`src/rtl/mdio_mgmt_pkg.sv`:
```
package mdio_mgmt_pkg;
  typedef enum logic [1:0] {
    REG_CTRL  = 2'd0,
    REG_STAT  = 2'd1,
    REG_MAINT = 2'd2,
    REG_NONE  = 2'd3
  } mgmt_sel_e;

  localparam int CTRL_PORT_EN_BIT = 4;
  localparam int STAT_IDLE_BIT    = 2;
  localparam int OP_MSB           = 29;
  localparam int OP_LSB           = 28;
  localparam int TA_LOW_BIT       = 16;
  localparam logic [1:0] OP_READ  = 2'b10;
endpackage

```
`src/rtl/mdio_clk_div.sv`:
```
module mdio_clk_div #(
  parameter int DIV = 48
) (
  input  logic clk,
  input  logic rst_n,
  input  logic run,
  output logic mdc,
  output logic sample_tick,
  output logic bit_end_tick
);
  localparam int CW = $clog2(DIV);
  localparam logic [CW-1:0] HALF_C = CW'(DIV / 2);
  localparam logic [CW-1:0] LAST_C = CW'(DIV - 1);

  logic [CW-1:0] cnt_q, cnt_d;
  logic          mdc_q, mdc_d;

  always_comb begin
    if (!run || cnt_q == LAST_C) begin
      cnt_d = '0;
    end else begin
      cnt_d = cnt_q + 1'b1;
    end
    mdc_d = (cnt_d >= HALF_C);
  end

  always_ff @(posedge clk or negedge rst_n) begin
    if (!rst_n) begin
      cnt_q <= '0;
      mdc_q <= 1'b0;
    end else begin
      cnt_q <= cnt_d;
      mdc_q <= mdc_d;
    end
  end

  assign mdc          = mdc_q;
  assign sample_tick  = run && (cnt_q == HALF_C);
  assign bit_end_tick = run && (cnt_q == LAST_C);

  AST_SAMPLE_WHILE_HIGH: assert property (@(posedge clk) disable iff (!rst_n)
    sample_tick |-> mdc);
  AST_BIT_END_WHILE_HIGH: assert property (@(posedge clk) disable iff (!rst_n)
    bit_end_tick |-> mdc);
  AST_RISE_AT_SAMPLE: assert property (@(posedge clk) disable iff (!rst_n)
    $rose(mdc) |-> sample_tick);
endmodule

```
`src/rtl/mdio_frame_seq.sv`:
```
module mdio_frame_seq
  import mdio_mgmt_pkg::*;
#(
  parameter int PRE_LEN = 32,
  parameter int WORD_W  = 32,
  parameter int RD_W    = 16
) (
  input  logic              clk,
  input  logic              rst_n,
  input  logic              start,
  input  logic [WORD_W-1:0] load_word,
  input  logic              sample_tick,
  input  logic              bit_end_tick,
  input  logic              mdio_in,
  output logic              busy,
  output logic              done,
  output logic              is_read,
  output logic              mdio_out,
  output logic              mdio_oe,
  output logic [RD_W-1:0]   cap_data
);
  localparam int TOTAL = PRE_LEN + WORD_W;
  localparam int PW    = $clog2(TOTAL);
  localparam logic [PW-1:0] PRE_C  = PW'(PRE_LEN);
  localparam logic [PW-1:0] LAST_C = PW'(TOTAL - 1);
  localparam logic [PW-1:0] REL_C  = PW'(PRE_LEN + WORD_W - 1 - TA_LOW_BIT);
  localparam logic [PW-1:0] DATA_C = PW'(TOTAL - RD_W);

  logic              busy_q, busy_d;
  logic              rd_q, rd_d;
  logic [PW-1:0]     pos_q, pos_d;
  logic [WORD_W-1:0] sh_q, sh_d;
  logic [RD_W-1:0]   cap_q, cap_d;
  logic              in_word;

  assign in_word = (pos_q >= PRE_C);
  assign done    = busy_q && bit_end_tick && (pos_q == LAST_C);

  always_comb begin
    busy_d = busy_q;
    rd_d   = rd_q;
    pos_d  = pos_q;
    sh_d   = sh_q;
    cap_d  = cap_q;
    if (start && !busy_q) begin
      busy_d = 1'b1;
      rd_d   = (load_word[OP_MSB:OP_LSB] == OP_READ);
      pos_d  = '0;
      sh_d   = load_word;
      cap_d  = '0;
    end else if (busy_q) begin
      if (sample_tick && rd_q && pos_q >= DATA_C) begin
        cap_d = {cap_q[RD_W-2:0], mdio_in};
      end
      if (bit_end_tick) begin
        if (in_word) begin
          sh_d = {sh_q[WORD_W-2:0], 1'b0};
        end
        if (pos_q == LAST_C) begin
          busy_d = 1'b0;
        end else begin
          pos_d = pos_q + 1'b1;
        end
      end
    end
  end

  always_ff @(posedge clk or negedge rst_n) begin
    if (!rst_n) begin
      busy_q <= 1'b0;
      rd_q   <= 1'b0;
      pos_q  <= '0;
      sh_q   <= '0;
      cap_q  <= '0;
    end else begin
      busy_q <= busy_d;
      rd_q   <= rd_d;
      pos_q  <= pos_d;
      sh_q   <= sh_d;
      cap_q  <= cap_d;
    end
  end

  assign busy     = busy_q;
  assign is_read  = rd_q;
  assign cap_data = cap_q;
  assign mdio_oe  = busy_q && !(rd_q && pos_q >= REL_C);
  assign mdio_out = (!busy_q || !in_word) ? 1'b1 : sh_q[WORD_W-1];

  AST_DONE_CLEARS_BUSY: assert property (@(posedge clk) disable iff (!rst_n)
    done |=> !busy_q);
  AST_RELEASE_HELD: assert property (@(posedge clk) disable iff (!rst_n)
    (busy_q && !mdio_oe) |=> !mdio_oe);
  AST_RELEASE_READ_ONLY: assert property (@(posedge clk) disable iff (!rst_n)
    (busy_q && $fell(mdio_oe)) |-> is_read);
endmodule

```
`src/rtl/mdio_mgmt_ctrl.sv`:
```
module mdio_mgmt_ctrl
  import mdio_mgmt_pkg::*;
#(
  parameter int DIV     = 48,
  parameter int PRE_LEN = 32
) (
  input  logic        clk,
  input  logic        rst_n,
  input  logic        reg_wr,
  input  logic [1:0]  reg_wr_sel,
  input  logic [31:0] reg_wr_data,
  input  logic [1:0]  reg_rd_sel,
  output logic [31:0] reg_rd_data,
  output logic        mdc,
  output logic        mdio_out,
  output logic        mdio_oe,
  input  logic        mdio_in
);
  localparam int WORD_W = 32;
  localparam int RD_W   = 16;

  logic [1:0] rs_q;
  logic       rst_ni;

  always_ff @(posedge clk or negedge rst_n) begin
    if (!rst_n) rs_q <= 2'b00;
    else        rs_q <= {rs_q[0], 1'b1};
  end
  assign rst_ni = rs_q[1];

  logic              busy, done, is_read, sample_tick, bit_end_tick, start;
  logic [RD_W-1:0]   cap_data;
  logic              en_q, en_d;
  logic [WORD_W-1:0] maint_q, maint_d;
  logic              wr_maint, wr_ctrl;

  assign wr_maint = reg_wr && (mgmt_sel_e'(reg_wr_sel) == REG_MAINT);
  assign wr_ctrl  = reg_wr && (mgmt_sel_e'(reg_wr_sel) == REG_CTRL);
  assign start    = wr_maint && en_q && !busy;

  always_comb begin
    en_d    = en_q;
    maint_d = maint_q;
    if (wr_ctrl) begin
      en_d = reg_wr_data[CTRL_PORT_EN_BIT];
    end
    if (start) begin
      maint_d = reg_wr_data;
    end else if (done && is_read) begin
      maint_d[RD_W-1:0] = cap_data;
    end
  end

  always_ff @(posedge clk or negedge rst_ni) begin
    if (!rst_ni) begin
      en_q    <= 1'b0;
      maint_q <= '0;
    end else begin
      en_q    <= en_d;
      maint_q <= maint_d;
    end
  end

  always_comb begin
    reg_rd_data = '0;
    case (mgmt_sel_e'(reg_rd_sel))
      REG_CTRL:  reg_rd_data[CTRL_PORT_EN_BIT] = en_q;
      REG_STAT:  reg_rd_data[STAT_IDLE_BIT]    = !busy;
      REG_MAINT: reg_rd_data                   = maint_q;
      default:   reg_rd_data                   = '0;
    endcase
  end

  mdio_clk_div #(.DIV(DIV)) u_div (
    .clk          (clk),
    .rst_n        (rst_ni),
    .run          (busy),
    .mdc          (mdc),
    .sample_tick  (sample_tick),
    .bit_end_tick (bit_end_tick)
  );

  mdio_frame_seq #(.PRE_LEN(PRE_LEN), .WORD_W(WORD_W), .RD_W(RD_W)) u_seq (
    .clk          (clk),
    .rst_n        (rst_ni),
    .start        (start),
    .load_word    (reg_wr_data),
    .sample_tick  (sample_tick),
    .bit_end_tick (bit_end_tick),
    .mdio_in      (mdio_in),
    .busy         (busy),
    .done         (done),
    .is_read      (is_read),
    .mdio_out     (mdio_out),
    .mdio_oe      (mdio_oe),
    .cap_data     (cap_data)
  );

  AST_QUIET_WHEN_IDLE: assert property (@(posedge clk) disable iff (!rst_ni)
    !busy |-> (!mdc && !mdio_oe));
  AST_DISABLED_STAYS_IDLE: assert property (@(posedge clk) disable iff (!rst_ni)
    (!en_q && !busy) |=> !busy);
  AST_BUSY_WRITE_IGNORED: assert property (@(posedge clk) disable iff (!rst_ni)
    (busy && wr_maint && !done) |=> $stable(maint_q));
  AST_DRIVE_ON_FALL: assert property (@(posedge clk) disable iff (!rst_ni)
    (busy && $past(busy) && mdc && $past(mdc)) |-> ($stable(mdio_out) && $stable(mdio_oe)));
endmodule

```
`config.mk`:
```
export PLATFORM = sky130hd
export DESIGN_NAME = mdio_mgmt_ctrl
export DESIGN_NICKNAME = d
export VERILOG_FILES = /design/src/rtl/mdio_mgmt_pkg.sv /design/src/rtl/mdio_clk_div.sv /design/src/rtl/mdio_frame_seq.sv /design/src/rtl/mdio_mgmt_ctrl.sv
export SDC_FILE = /design/constraint.sdc
export NUM_CORES = 1
export LEC_CHECK = 0
export BUFFER_PORTS_ARGS = -buffer_cell sky130_fd_sc_hd__buf_2
export CORE_ASPECT_RATIO = 0.7
export CORE_UTILIZATION = 35
export DETAILED_ROUTE_END_ITERATION = 6
export GPL_ROUTABILITY_DRIVEN = 0
export SYNTH_ARGS = -nofsm -noshare
export SYNTH_HDL_FRONTEND = slang
export SYNTH_SLANG_ARGS = --single-unit
```
`constraint.sdc`:
```
create_clock -name clk -period 3.55 [get_ports clk]
set_input_delay 0.5325 -clock clk [delete_from_list [all_inputs] [get_ports clk]]
set_output_delay 0.5325 -clock clk [all_outputs]
set_load 0.05 [all_outputs]
```
**Yosys cells after proc, flatten, opt, wreduce, memory -nomap -nowiden**

Cells that the tools add are included.

- Logic and storage cells: 78
- Output and inout port bits: 35
- Flip-flop bits (word level): 98
- Bits of input ports: 40

- $lt $le $gt $ge: 4
- Multiplexer cells: 24
- Reduce and logical (&&, ||, !) cells: 29
- $add $sub $neg: 2
- Eq/ne operators: 8

Operators with widths:

| cell | count |
|---|---|
| 32-bit 2-to-1 mux | 4 |
| 16-bit 2-to-1 mux | 5 |
| 6-bit 2-to-1 mux | 5 |
| 27-bit 2-to-1 mux | 1 |
| 6-bit >= comparator (second input constant) | 3 |
| 1-bit logical AND | 14 |
| 6-bit by 1-bit adder with 6-bit output (second input constant) | 2 |
| 6-bit equality test (second input constant) | 2 |
| 2-bit nonzero test | 5 |
| 2-bit equality test (second input constant) | 3 |
| 6-bit by 5-bit equality test with 1-bit output (second input constant) | 1 |
| 6-bit by 5-bit >= comparator with 1-bit output (second input constant) | 1 |
| 1-bit 2-to-1 mux | 6 |
| 3-bit AND reduction | 2 |
| 2-bit zero test | 2 |
| 1-bit one-hot mux with 2 select lines | 2 |
| 1-bit zero test | 3 |
| 2-bit by 1-bit equality test with 1-bit output (second input constant) | 1 |
| 1-bit logical OR | 2 |
| 2-bit 2-to-1 mux | 1 |
| 2-bit by 1-bit != test with 1-bit output (second input constant) | 1 |
| 2-bit AND reduction | 1 |

**Depth between registers and ports, before layout**

- Depth after elaboration: 7
- Mapped depth: 8
- Depth with buffers taken out: 6

**Cells and area by module**

A second synthesis with hierarchy kept.

- Cells, all modules: 409
- Area, all modules: 4943.5 um2

Modules (own cells, without submodules):

| module | cells each | sequential area each (um2) | area each (um2) | instances |
|---|---|---|---|---|
| mdio_frame_seq | 226 | 1401.3 | 2591.2 | 1 |
| mdio_mgmt_ctrl | 138 | 875.8 | 1924.3 | 1 |
| mdio_clk_div | 45 | 175.2 | 427.9 | 1 |

**Least setup slack after synthesis**

Ideal clock, no wire load.

- Path type: input-to-output
- Start point: in reg_rd_sel[0]
- End point: out reg_rd_data[2]
- Required time: 3.017 ns
- Buffers on the path: 0
- Stages on the path: 4
- Data arrival time: 1.575 ns
- Slack: 1.442 ns
- Path through: inv_1 > ha_1 > a22oi_1 > nor2b_1

- Cells in the longest elaborated chain, start to end: 2
- Elaborated cells between the ends (all ways): 3
- Classes of those cells: eq/ne: 2; mux: 1

RTL lines:

| item | RTL line | text |
|---|---|---|
| start: declaration | mdio_mgmt_ctrl.sv:12 | `input logic [1:0] reg_rd_sel,` |
| 2-bit equality test or 2-bit by 1-bit equality test with 1-bit output (tied branches) | mdio_mgmt_ctrl.sv:66 | `case (mgmt_sel_e'(reg_rd_sel))` |
| 1-bit one-hot mux with 2 select lines (*) | mdio_mgmt_ctrl.sv:66 |  |
| end: declaration | mdio_mgmt_ctrl.sv:13 | `output logic [31:0] reg_rd_data,` |

Every way passes the cells marked *; elsewhere a longest branch is shown, timed or not.

**Worst setup path after layout**

- Start point: reg en_q
- End point: reg maint_q[13]

- Cells in the longest elaborated chain, start to end: 3
- Elaborated cells between the ends (all ways): 4
- Classes of those cells: mux: 1; reduce/logical: 3

RTL lines:

| item | RTL line | text |
|---|---|---|
| start: declaration | mdio_mgmt_ctrl.sv:33 | `logic en_q, en_d;` |
| start signal: assignment | mdio_mgmt_ctrl.sv:59 | `en_q <= en_d;` |
| 1-bit logical AND (*) (2 in series) | mdio_mgmt_ctrl.sv:39 | `assign start = wr_maint && en_q && !busy;` |
| 16-bit 2-to-1 mux or 2-bit nonzero test (tied branches) | -- |  |
| end signal: assignment | mdio_mgmt_ctrl.sv:60 | `maint_q <= maint_d;` |
| end: declaration | mdio_mgmt_ctrl.sv:34 | `logic [WORD_W-1:0] maint_q, maint_d;` |

Marks and branches as above.
A chain may end at the register's enable or synchronous reset.

==> impl_metrics.ini <==
[synthesis]
synth-seq-cells = 98
syn-mean-instance-area_um2 = 11.9
synth_fa_ha_area_share_pct = 1.79
syn-cell-area_mm2 = 0.00491
syn_inst = 414
synth.mux.area_fraction_pct = 26.1
synthSimpleGateAreaFrac_pct = 14.4
synth_async_sr_flop_share_pct = 100
part_of_the_yosys_area_used_for_sequential_elements_pct = 50.0
syn_nets = 461
synth_enable_flop_cells = 0
dominantRegCellSynth = sky130_fd_sc_hd__dfrtp_1
ys.warnings.count = 0
synth_compound_gate_area_share_pct = 2.98
parity_gate_share_of_the_synthesized_area_counting_xor_and_xnor_cells_pct = 0.714
synth_cell_type_count = 41
synth_top_family_by_area = multiplexers

[floorplan]
die_w_um = 144
die_area_mm2 = 0.0145
floorplan.rows = 35
initial_core_util_pct = 36.6
std_cell_core_area_mm2 = 0.0134
die_h_um = 101
ios = 75

[clocking]
postCtsHoldBufs = 1
clock_insertion_delay_worst_skew_ps = 340
ctsHtreeMaxLevel = 3
cts_repair_resize_count = 0
numClockSinks = 98
tritoncts = built
cts_inserted_buffers = 9
worst_setup_hold_path_clk_slew_ps = 70
max_buffers_root_to_sink = 2
cts.root.buffer_cell = sky130_fd_sc_hd__clkbuf_16
post-cts-setup-buffers = 0

[worst_setup_path]
cp_slowest_cell = sky130_fd_sc_hd__a21oi_4
r2r_slack_ps = 1200
crit_type = flip-flop to flip-flop
critical_path_peak_fanout = 42
timing.critical_path.max_delay_family = simple AND/OR/NAND/NOR gates
cp_required_ps = 3770
setup.worst_path.end_class = flip-flop
worstSetupStartpoint = en_q
crit_chain = and4b_2 -> and2_2 -> a21oi_4 -> mux2_2
critical_path.startpoint_type = flip-flop
timing.reg2reg.worst_path_depth = 4
r2r_end = maint_q[13]
critical_path_buf_inv_count = 0
cp_data_arrival_time_ps = 2580
worst-path-stages = 4
crit_path_max_cell_delay_ps = 660
timing.critical_path.to = maint_q[13]
worst_r2r_startpoint = en_q

[timing]
total_negative_slack_ps = 0
layout_worst_path_cycle_share_pct = 66.3
setup-violations-final = 0
worst_slew_margin_rel_pct = 36.0
slew_viol_final = 0
period_needed_ps = 2350
skew_ps = 6.48
grt_setup_unrepaired = false
max_freq_ghz = 0.425
report.final.hold_viol_count = 0
tightestPinTransition_ps = 961

[power]
vdd_drop_max_mv = 0.289
power_mw = 3.48
p_per_area_mw_per_mm2 = 611
leak_pwr_nw = 2.88

[finish]
total_number_of_nets_in_the_final_design = 532
n_antenna_cell = 0
post_route_cells_drive_above_1_share_pct = 39.8
flow.area_growth_from_synthesis_pct = 16.2

[routing]
drtAntennaViolNets = 0
viasPerCell = 4.70
drc_marker_count_from_the_first_detailed_route_iteration = 151
num_vias = 3171
drc = 0
drt-wirelength-per-cell_um = 14.9
wirelength_mm = 10.0
detail_route.first_pass.iterations = 4

[grt]
global_route.usage.total_pct = 14.9
first_global_vias = 3216
maximum_number_of_pins_on_one_net_before_global_route_repair = 74
grt_pass1_wl_mm = 16.5
grt_antenna_before_repair = 1
grt_overflow_total = 0

[placed_design]
dpl.hpwl_mm = 6.86
place.port_buffers = 74

[run_status]
run_status = completed

[hold_path]
hp-class = flip-flop to flip-flop

[run]
maxCapViolCount = 0
layout by cell type, fill, tap and decap left out, types with 7 or more instances in the layout:
cell / synthesis / layout
sky130_fd_sc_hd__mux2i_1: 20 / 20
sky130_fd_sc_hd__nor2_1: 27 / 27
sky130_fd_sc_hd__ha_1: 7 / 7
sky130_fd_sc_hd__buf_2: 9 / 74
sky130_fd_sc_hd__mux2_4: 15 / 15
sky130_fd_sc_hd__inv_1: 11 / 11
sky130_fd_sc_hd__dfrtp_1: 98 / 97
sky130_fd_sc_hd__clkbuf_16: 0 / 9
sky130_fd_sc_hd__mux2_2: 75 / 75
sky130_fd_sc_hd__and2_1: 32 / 31
sky130_fd_sc_hd__nand2_1: 58 / 58
metrics by stage:
step	std cells	area (µm²)	hold slack [ps]	util, %	setup WS (ps)
finish	675	5700	358	42.5	1200
global route	675	5700	382	42.5	1060
CTS	675	5700	362	42.5	1180
detailed placement	658	5430	318	40.5	906
global placement	658	5430	317	40.5	970
floorplan	414	4910	237	-	618
report_power, final:
group,switching [mW],internal (mW),leakage [nW]
Clock,0.415,0.475,0.130
Combinational,0.482,0.407,1.49
Sequential,0.253,1.45,1.26
Total,1.15,2.33,2.88
Yosys cell counts, types with 6 or more instances:
| library cell | instances | area [µm²] |
|---|---|---|
| sky130_fd_sc_hd__o21ai_0 | 6 | 30.0 |
| sky130_fd_sc_hd__buf_6 | 6 | 67.6 |
| sky130_fd_sc_hd__mux2_4 | 15 | 225 |
| sky130_fd_sc_hd__mux2i_1 | 20 | 200 |
| sky130_fd_sc_hd__nor2_1 | 27 | 101 |
| sky130_fd_sc_hd__nand3_1 | 6 | 30.0 |
| sky130_fd_sc_hd__buf_2 | 9 | 45.0 |
| sky130_fd_sc_hd__dfrtp_1 | 98 | 2450 |
| sky130_fd_sc_hd__inv_1 | 11 | 41.3 |
| sky130_fd_sc_hd__and2_1 | 32 | 200 |
| sky130_fd_sc_hd__nand2_1 | 58 | 218 |
| sky130_fd_sc_hd__mux2_2 | 75 | 845 |
| sky130_fd_sc_hd__ha_1 | 7 | 87.6 |
per-layer routing:
layer  GRT usage (%)  share of wire, %  up-vias
met4            3.44              0.85        2
met1            21.1                51     1566
met5               0              0.13        -
li1                -                 -     1533
met3            4.23               4.2       10
met2            22.4                44       60
state kept, by name, indices dropped and copies added (netlist names):
register / flops
u_seq.is_read: 1
rs_q: 2
u_seq.busy: 1
u_seq.cap_data: 16
u_seq.pos_q: 6
maint_q: 32
en_q: 1
u_seq.sh_q: 32
u_div.mdc: 1
u_div.cnt_q: 6
layout make-up:
| class | instances | area [µm²] |
|---|---|---|
| clock inverters | 5 | 31.3 |
| multi-input cells | 283 | 2260 |
| flip-flops and latches | 98 | 2460 |
| repair buffers | 82 | 445 |
| inverters | 11 | 41.3 |
| clock buffers | 11 | 233 |
| well taps | 185 | 231 |
| fillers | 1277 | 7700 |
worst min-delay path by stage:
stage / endpoint / slack, ps / cells past startpoint / from
global route: rs_q[1] / 380 / 0 / rs_q[0]
detailed placement: rs_q[0] / 320 / 1 / rst_n
finish: rs_q[1] / 360 / 0 / rs_q[0]
global placement: rs_q[0] / 320 / 1 / rst_n
CTS: rs_q[1] / 360 / 0 / rs_q[0]
floorplan: rs_q[0] / 240 / 0 / rst_n
cell families after synthesis:
kind of cell             after synthesis
AND/OR/NAND/NOR                      140
multiplexers                         111
flip-flops                            98
buffers and inverters                 33
AO/OA/AOI/OAI                         20
adder cells (fa/ha/maj)                7
XOR/XNOR                               4
other                                  1
(Power assumes the default switching activity.)
